==> config.mk <==
export PLATFORM = sky130hd
export DESIGN_NAME = dma_addr_engine
export DESIGN_NICKNAME = d
export VERILOG_FILES = /design/src/rtl/dmae_pkg.sv /design/src/rtl/dmae_ptr.sv /design/src/rtl/dmae_count.sv /design/src/rtl/dmae_status.sv /design/src/rtl/dma_addr_engine.sv
export SDC_FILE = /design/constraint.sdc
export NUM_CORES = 1
export LEC_CHECK = 0
export BUFFER_PORTS_ARGS = -buffer_cell sky130_fd_sc_hd__buf_2
export CAP_MARGIN = 20
export CORE_MARGIN = 2
export CORE_UTILIZATION = 35
export CTS_CLUSTER_SIZE = 8
export DETAILED_ROUTE_END_ITERATION = 12
export SYNTH_ARGS = -nofsm -noshare
export SYNTH_HDL_FRONTEND = slang
export SYNTH_SLANG_ARGS = --single-unit
==> constraint.sdc <==
create_clock -name clk -period 3.5 [get_ports clk]
set_input_delay 0.7 -clock clk [delete_from_list [all_inputs] [get_ports clk]]
set_output_delay 0.7 -clock clk [all_outputs]
set_load 0.02 [all_outputs]
==> src/rtl/dmae_pkg.sv <==
package dmae_pkg;

    localparam int FC_W     = 3;
    localparam int EVT_W    = 4;

    localparam int EV_DONE  = 0;
    localparam int EV_DERR  = 1;
    localparam int EV_SERR  = 2;
    localparam int EV_EXT   = 3;

    typedef enum logic [2:0] {
        SEL_CTRL = 3'd0,
        SEL_SRC  = 3'd1,
        SEL_DST  = 3'd2,
        SEL_FC   = 3'd3,
        SEL_CNT  = 3'd4,
        SEL_STAT = 3'd5
    } reg_sel_e;

    typedef enum logic {
        PH_RD = 1'b0,
        PH_WR = 1'b1
    } phase_e;

    typedef struct packed {
        logic            run;
        phase_e          phase;
        logic            word_mode;
        logic            src_inc;
        logic            dst_inc;
        logic [FC_W-1:0] sfc;
        logic [FC_W-1:0] dfc;
    } chan_ctl_t;

endpackage

==> src/rtl/dmae_ptr.sv <==
module dmae_ptr #(
    parameter int AW = 24
) (
    input  logic          clk,
    input  logic          rst_n,
    input  logic          load,
    input  logic [AW-1:0] load_val,
    input  logic          adv,
    input  logic          inc_en,
    input  logic          step2,
    output logic [AW-1:0] ptr
);

    logic [AW-1:0] ptr_d, ptr_q;

    always_comb begin
        ptr_d = ptr_q;
        if (load) begin
            ptr_d = load_val;
        end else if (adv && inc_en) begin
            // unsigned add, natural wrap at AW bits
            ptr_d = ptr_q + (step2 ? AW'(2) : AW'(1));
        end
    end

    always_ff @(posedge clk or negedge rst_n) begin
        if (!rst_n) ptr_q <= '0;
        else        ptr_q <= ptr_d;
    end

    assign ptr = ptr_q;

endmodule

==> src/rtl/dmae_count.sv <==
module dmae_count #(
    parameter int CW = 16
) (
    input  logic          clk,
    input  logic          rst_n,
    input  logic          load,
    input  logic [CW-1:0] load_val,
    input  logic          adv,
    input  logic          word_mode,
    input  logic          src_odd,
    input  logic          dst_odd,
    output logic [CW-1:0] cnt,
    output logic          take_word,
    output logic          last
);

    logic [CW-1:0] cnt_d, cnt_q;
    logic [CW-1:0] cnt_next;

    // a stored zero stands for 2**CW bytes; only the decrement result is tested
    always_comb begin
        take_word = word_mode && !src_odd && !dst_odd && (cnt_q != CW'(1));
        cnt_next  = cnt_q - (take_word ? CW'(2) : CW'(1));
        last      = adv && (cnt_next == '0);
        cnt_d     = cnt_q;
        if (load)     cnt_d = load_val;
        else if (adv) cnt_d = cnt_next;
    end

    always_ff @(posedge clk or negedge rst_n) begin
        if (!rst_n) cnt_q <= '0;
        else        cnt_q <= cnt_d;
    end

    assign cnt = cnt_q;

endmodule

==> src/rtl/dmae_status.sv <==
module dmae_status #(
    parameter int SW = 8,
    parameter int EW = 4
) (
    input  logic          clk,
    input  logic          rst_n,
    input  logic [EW-1:0] set_evt,
    input  logic          clr_we,
    input  logic [EW-1:0] clr_mask,
    output logic [SW-1:0] status
);

    localparam int PADW = SW - EW;

    logic [EW-1:0] stat_d, stat_q;

    always_comb begin
        stat_d = stat_q;
        if (clr_we) stat_d = stat_d & ~clr_mask;
        stat_d = stat_d | set_evt;          // set beats clear
    end

    always_ff @(posedge clk or negedge rst_n) begin
        if (!rst_n) stat_q <= '0;
        else        stat_q <= stat_d;
    end

    assign status = {{PADW{1'b0}}, stat_q};

endmodule

==> src/rtl/dma_addr_engine.sv <==
module dma_addr_engine
    import dmae_pkg::*;
#(
    parameter int AW = 24,
    parameter int CW = 16,
    parameter int SW = 8
) (
    input  logic            clk,
    input  logic            rst_n,
    input  logic            reg_we,
    input  logic [2:0]      reg_sel,
    input  logic [AW-1:0]   reg_wdata,
    output logic [AW-1:0]   reg_rdata,
    output logic            ch_req,
    output logic [AW-1:0]   bus_addr,
    output logic [FC_W-1:0] bus_fc,
    output logic            bus_write,
    output logic            bus_word,
    input  logic            cyc_done,
    input  logic            cyc_berr,
    input  logic            dns_evt,
    output logic [SW-1:0]   evt_status
);

    localparam int NPTR = 2;   // index 0 source, 1 destination

    chan_ctl_t ctl_d, ctl_q;

    logic [AW-1:0]    ptr_val [NPTR];
    logic [NPTR-1:0]  ptr_load;
    logic [NPTR-1:0]  ptr_inc;
    logic [CW-1:0]    cnt_val;
    logic             take_word;
    logic             cnt_last;
    logic             cnt_load;
    logic             adv;
    logic             cyc_ok;
    logic             cyc_err;
    logic             idle_wr;
    logic [EVT_W-1:0] set_evt;
    reg_sel_e         sel;

    assign sel     = reg_sel_e'(reg_sel);
    assign cyc_ok  = ctl_q.run && cyc_done && !cyc_berr;
    assign cyc_err = ctl_q.run && cyc_done && cyc_berr;
    assign adv     = cyc_ok && (ctl_q.phase == PH_WR);
    assign idle_wr = reg_we && !ctl_q.run;

    // channel control: phase sequencing and programmed fields
    always_comb begin
        ctl_d = ctl_q;
        if (cyc_err) begin
            ctl_d.run = 1'b0;
        end else if (cyc_ok) begin
            if (ctl_q.phase == PH_RD) begin
                ctl_d.phase = PH_WR;
            end else begin
                ctl_d.phase = PH_RD;
                if (cnt_last) ctl_d.run = 1'b0;
            end
        end
        if (idle_wr && sel == SEL_FC) begin
            ctl_d.sfc = reg_wdata[FC_W-1:0];
            ctl_d.dfc = reg_wdata[FC_W+3:4];
        end
        if (reg_we && sel == SEL_CTRL) begin
            ctl_d.run       = reg_wdata[0];
            ctl_d.word_mode = reg_wdata[1];
            ctl_d.src_inc   = reg_wdata[2];
            ctl_d.dst_inc   = reg_wdata[3];
            ctl_d.phase     = PH_RD;
        end
    end

    always_ff @(posedge clk or negedge rst_n) begin
        if (!rst_n) ctl_q <= '0;
        else        ctl_q <= ctl_d;
    end

    assign ptr_load[0] = idle_wr && sel == SEL_SRC;
    assign ptr_load[1] = idle_wr && sel == SEL_DST;
    assign ptr_inc[0]  = ctl_q.src_inc;
    assign ptr_inc[1]  = ctl_q.dst_inc;
    assign cnt_load    = idle_wr && sel == SEL_CNT;

    for (genvar gi = 0; gi < NPTR; gi++) begin : g_ptr
        dmae_ptr #(.AW(AW)) u_ptr (
            .clk      (clk),
            .rst_n    (rst_n),
            .load     (ptr_load[gi]),
            .load_val (reg_wdata),
            .adv      (adv),
            .inc_en   (ptr_inc[gi]),
            .step2    (take_word),
            .ptr      (ptr_val[gi])
        );
    end

    dmae_count #(.CW(CW)) u_cnt (
        .clk       (clk),
        .rst_n     (rst_n),
        .load      (cnt_load),
        .load_val  (reg_wdata[CW-1:0]),
        .adv       (adv),
        .word_mode (ctl_q.word_mode),
        .src_odd   (ptr_val[0][0]),
        .dst_odd   (ptr_val[1][0]),
        .cnt       (cnt_val),
        .take_word (take_word),
        .last      (cnt_last)
    );

    always_comb begin
        set_evt          = '0;
        set_evt[EV_DONE] = cnt_last;
        set_evt[EV_DERR] = cyc_err && (ctl_q.phase == PH_WR);
        set_evt[EV_SERR] = cyc_err && (ctl_q.phase == PH_RD);
        set_evt[EV_EXT]  = dns_evt;
    end

    dmae_status #(.SW(SW), .EW(EVT_W)) u_stat (
        .clk      (clk),
        .rst_n    (rst_n),
        .set_evt  (set_evt),
        .clr_we   (reg_we && sel == SEL_STAT),
        .clr_mask (reg_wdata[EVT_W-1:0]),
        .status   (evt_status)
    );

    assign ch_req    = ctl_q.run;
    assign bus_write = (ctl_q.phase == PH_WR);
    assign bus_addr  = bus_write ? ptr_val[1] : ptr_val[0];
    assign bus_fc    = bus_write ? ctl_q.dfc : ctl_q.sfc;
    assign bus_word  = take_word;

    always_comb begin
        reg_rdata = '0;
        case (sel)
            SEL_CTRL: reg_rdata = AW'({ctl_q.dst_inc, ctl_q.src_inc,
                                       ctl_q.word_mode, ctl_q.run});
            SEL_SRC:  reg_rdata = ptr_val[0];
            SEL_DST:  reg_rdata = ptr_val[1];
            SEL_FC:   reg_rdata = AW'({1'b0, ctl_q.dfc, 1'b0, ctl_q.sfc});
            SEL_CNT:  reg_rdata = AW'(cnt_val);
            SEL_STAT: reg_rdata = AW'(evt_status);
            default:  reg_rdata = '0;
        endcase
    end

endmodule

# Word-level counts from Yosys, hierarchy flattened

Cells that the tools add are included.
W data, S select, Z words.

Word-level logic and storage cells: 78
Output and inout port bits: 62
Input bits: 33
Register bits after elaboration: 79

Equality and inequality tests: 7
Bitwise operators: 4
$add $sub $neg: 3
Mux-type cells: 19
Reductions and logical operators: 34

Operator list:

| cell                  | count |
|---|---|
| $pmux W24 S6          | 1 |
| $mux W24              | 5 |
| $mux W16              | 2 |
| $add A24 B2 Y24       | 1 |
| $add A24 B24 Y24      | 1 |
| $logic_and A1 B1 Y1   | 19 |
| $logic_not A16 Y1     | 1 |
| $ne A16 B1 Y1 const B | 1 |
| $sub A16 B16 Y16      | 1 |
| $reduce_bool A3 Y1    | 3 |
| $reduce_bool A2 Y1    | 4 |
| $eq A3 B2 Y1 const B  | 2 |
| $eq A3 B3 Y1 const B  | 2 |
| $mux W2               | 3 |
| $mux W1               | 5 |
| $mux W5               | 1 |
| $and A4 B4 Y4         | 1 |
| $logic_not A1 Y1      | 4 |
| $mux W4               | 1 |
| $not A4 Y4            | 1 |
| $or A4 B4 Y4          | 1 |
| $eq A3 B1 Y1 const B  | 1 |
| $logic_not A3 Y1      | 1 |
| $mux W3               | 1 |
| other kinds (4)       | 4 |

# Longest topological paths before layout

Depth after elaboration: 13
Gate-level depth with buffers: 13
Gate-level depth less buffers: 13

# Cells and area by module

Synthesis repeated with hierarchy kept, for this count alone.

Cells, all modules: 635
Area, all modules: 5684.2 µm²

By module, submodules not included:

| module          | times used | cells an instance | sequential area each (µm²) | area each (µm²) |
|---|---|---|---|---|
| dmae_ptr        | 2          | 162               | 600.6                      | 1438.9 |
| dma_addr_engine | 1          | 162               | 275.3                      | 1475.2 |
| dmae_count      | 1          | 132               | 400.4                      | 1152.4 |
| dmae_status     | 1          | 17                | 100.1                      | 178.9 |

# Worst setup path after synthesis

No wires, ideal clock.

Kind: reg2reg
Start: register u_cnt.cnt_q[8], in the netlist u_cnt.cnt[8]
End: register g_ptr[0].u_ptr.ptr_q[22]
Arrival time: 3610 ps
Slack: -178 ps
Clock period less this slack: 3678 ps
Path buffers: 0
Stages on the path, launching flop included: 14
Setup time: 69 ps
Required time: 3431 ps
Cells stage by stage: dfrtp_1 or4_4 or3_4 nor3_2 nand4_1 nand3_1 ha_1 inv_1 fa_1 nand4b_1 nor4_4 nand2_1 or4_1 nand3_1

Word-level cells in the longest chain between the ends: 6

Ends and longest elaborated chain:

| item                     | line             | RTL |
|---|---|---|
| start: declaration       | dmae_count.sv:17 | `logic [CW-1:0] cnt_d, cnt_q;` |
| start signal: assignment | dmae_count.sv:32 | `else cnt_q <= cnt_d;` |
| $ne A16 B1 Y1            | dmae_count.sv:22 | `take_word = word_mode && !src_odd && !dst_odd && (cnt_q != CW'(1));` |
| $logic_and A1 B1 Y1      | dmae_count.sv:22 |  |
| $mux W2                  | dmae_ptr.sv:22   | `ptr_d = ptr_q + (step2 ? AW'(2) : AW'(1));` |
| $add A24 B24 Y24         | dmae_ptr.sv:22   |  |
| $mux W24                 | dmae_ptr.sv:20   | `end else if (adv && inc_en) begin` |
| $mux W24                 | dmae_ptr.sv:18   | `if (load) begin` |
| end signal: assignment   | dmae_ptr.sv:28   | `else ptr_q <= ptr_d;` |
| end: declaration         | dmae_ptr.sv:14   | `logic [AW-1:0] ptr_d, ptr_q;` |

No other way between the ends. The select of a mux whose other input is x is not followed.
A chain may end at the register's enable or synchronous reset.

# Worst setup path after layout

Start: register u_cnt.cnt_q[11], in the netlist u_cnt.cnt[11]
End: register g_ptr[1].u_ptr.ptr_q[23]

Word-level cells in the longest chain between the ends: 6

Ends and longest elaborated chain:

| item                   | line |
|---|---|
| $ne A16 B1 Y1          | dmae_count.sv:22 |
| $logic_and A1 B1 Y1    | dmae_count.sv:22 |
| $mux W2                | dmae_ptr.sv:22 |
| $add A24 B2 Y24        | dmae_ptr.sv:22 |
| $mux W24               | dmae_ptr.sv:20 |
| $mux W24               | dmae_ptr.sv:18 |
| end signal: assignment | dmae_ptr.sv:28 |
| end: declaration       | dmae_ptr.sv:14 |

No other way between the ends. The select of a mux whose other input is x is not followed.

==> metrics.txt <==
outcome complete, but fails checks; failing checks negative setup slack; fin. max-slew vios 0; Sink Count 79; Port Buffers 90; CTS tree yes; drt first pass iters 5; Routed Antenna Nets 0; Routed WL 20900 um; M2 GR Usage 0.357; Mean Syn Cell Area 8.50 sq um; setup TNS -946 ps; wire per inst 20.7 um; routing usage on met1 0.336; gr usage total 0.238; post-synth top area cell dfrtp_1; grt met3 use 0.0346; initial antenna violation count 0; die height 132 um; DIE AREA 17400 sq um; layout cells sized above 1 0.328; ant diodes 0; crit end category flop; worst-skew pair later-pin latency 350 ps; Seq/Total Area, Yosys 0.345; DRT iter0 DRCs 551; ys async rst share 1.00; core box area 15900 sq um; max_cap viols 0; PwrDens 697 nW/um^2; total CTS buffers 9; cell area after synthesis 5730 sq um; Slew HR 0.560; DP Worst Slack -190 ps; final critical delay including setup and external delays 3620 ps; GRT overflow 0; Hold Path Class input pin to async pin; Yosys cell types 67; gpl congestion 0.892; Final WS setup -123 ps; IO Count 95; Finish-stage setup viols 17; WS Path Type flop to flop; RSZ-0062 raised after global routing true; CTS Buffer Depth 2; Synth Register Bits 79; CP Max Fanout 4; Layout area overhead 27.9%; CP arrival 3910 ps; synth top area cells dfrtp_1, nand2_1, mux2_2, o21ai_0, a22oi_1; GR peak layer met2; Root Buffer clkbuf_16; Critical Path Source Type flop; peak supply drop 0.000304 V; Post-Synthesis Cells 675; Starting Density 0.360; final hold vios 0; Nets 836; Non-Filler Instances 1014; Synth Flop Type dfrtp_1; clk_skew 10.1 ps; Row Count 46; Vias/cell 5.89; Fin Hold WS 201 ps; width of the die 132 um; worst slew pin tran 655 ps; dpl hpwl 15000 um; vias in the first global route 5634; yosys warns 0; Post-route DRC 0; first-pass GRT wire length 32500 um; Critical Path RT 3790 ps; max frequency 0.276 GHz; Design Power 5.11 mW; Cells after DPL 986; largest net degree at the start of global routing 80; Leak Pwr 3.04 nW; H-tree levels 3; area share of the largest cell type after synthesis 0.345; EDFF count, synth 0; vias 5968; Final Cycle Share 1.04; Worst-path clk slew 60 ps
[worst paths after layout]
path	from	end	slack [ps]	cells after the start
setup / recovery	u_cnt.cnt[11]$_DFFE_PN0P_	g_ptr[1].u_ptr.ptr[23]$_DFFE_PN0P_	-120	13
hold / removal	rst_n	bus_write$_DFFE_PN0P_	200	1
setup reg to reg	u_cnt.cnt[11]$_DFFE_PN0P_	g_ptr[1].u_ptr.ptr[23]$_DFFE_PN0P_	-120	13
hold reg to reg	u_stat.stat_q[3]$_DFF_PN0_	u_stat.stat_q[3]$_DFF_PN0_	520	1
max in group asynchronous	rst_n	g_ptr[0].u_ptr.ptr[1]$_DFFE_PN0P_	2700	2
min in group clk	u_stat.stat_q[3]$_DFF_PN0_	u_stat.stat_q[3]$_DFF_PN0_	520	1
[cell usage after synthesis, types with 15 or more instances]
master    number
o311ai_0      16
nand3_1       31
nand2_1      118
a22oi_1       27
dfrtp_1       79
o21ai_0       60
clkbuf_1      24
inv_1         15
mux2_2        35
a21oi_1       16
nor2_1        48
[metrics by stage]
stage	utilization	area, sq um
final	0.460	7330
after detailed placement	0.418	6660
after CTS	0.446	7110
after global placement	0.418	6660
after global routing	0.460	7330
after floorplan	-	5800
[final cells by class]
cell class              instances  area (sq um)
clock inverters                 4          70.1
inverters                      15          56.3
fillers                      1568          8610
repair buffers                151           957
well taps                     216           270
flip-flops and latches         79          1980
clock buffers                  11           243
multi-input cells             538          3760
[sequential cells by signal (all words and copies together) (netlist names)]
register	cells
g_ptr.u_ptr.ptr	48
u_cnt.cnt	16
ctl_q	9
u_stat.stat_q	4
bus_write	1
ch_req	1
[worst max-delay path, stage by stage (launching register included)]
cell and delay [ps]:
dfrtp_1 380, or4_4 540, or3_4 360, nor3_4 180, nand4_1 200, buf_4 190
and3_4 180, ha_1 280, a21oi_1 130, nor4_4 280, buf_4 190, nand2_1 70
or4_1 490, nand3_1 90
[per-layer routing]
layer / wire, um / vias to the layer above
met5: 0 / -
met4: 726 / 0
met3: 1030 / 38
met2: 9770 / 208
met1: 9420 / 2962
li1: - / 2760
[cell usage in the layout (no fill, tap or decap), types with 5 or more instances in the layout]
cell type,synthesis,routed
nand2b_1,6,6
nor2_1,48,47
o211ai_1,12,12
buf_4,4,54
a22oi_1,27,27
o311ai_1,4,11
mux2i_1,6,6
mux2_2,35,35
and3_1,6,5
or4_1,7,7
o21ai_2,0,5
nor2b_1,6,6
nor3_2,4,5
a221o_1,12,12
or3_1,6,6
nand4_1,11,11
o311ai_0,16,6
o21ai_0,60,38
o221ai_1,6,6
dfrtp_1,79,79
nand3_1,31,28
nand2_1,118,115
clkbuf_16,0,9
buf_6,1,7
a31oi_1,9,7
buf_2,9,89
a21oi_1,16,11
nor3_1,12,10
inv_1,15,13
o21ai_1,5,22
[timing repair]
action,in CTS,in global routing
hold buffers,0,0
pin swaps,15,18
buffers inserted,6,6
resized for setup,32,51
endpoints found under the setup margin,29,43
[cells by family after synthesis]
family,Yosys count,share of synthesized area
AO/OA/AOI/OAI,184,0.217
XOR/XNOR,9,0.0137
adder cells (fa/ha/maj),9,0.0236
buffers and inverters,61,0.0495
flip-flops,79,0.345
multiplexers,42,0.0831
other,1,0.000654
AND/OR/NAND/NOR,290,0.267
[power by group]
part	switching, mW	leakage (nW)	internal, mW
logic	1.29	1.91	1.03
clock network	0.396	0.155	0.638
registers	0.551	0.978	1.20
No activity file was read; power rests on OpenSTA's default activity.
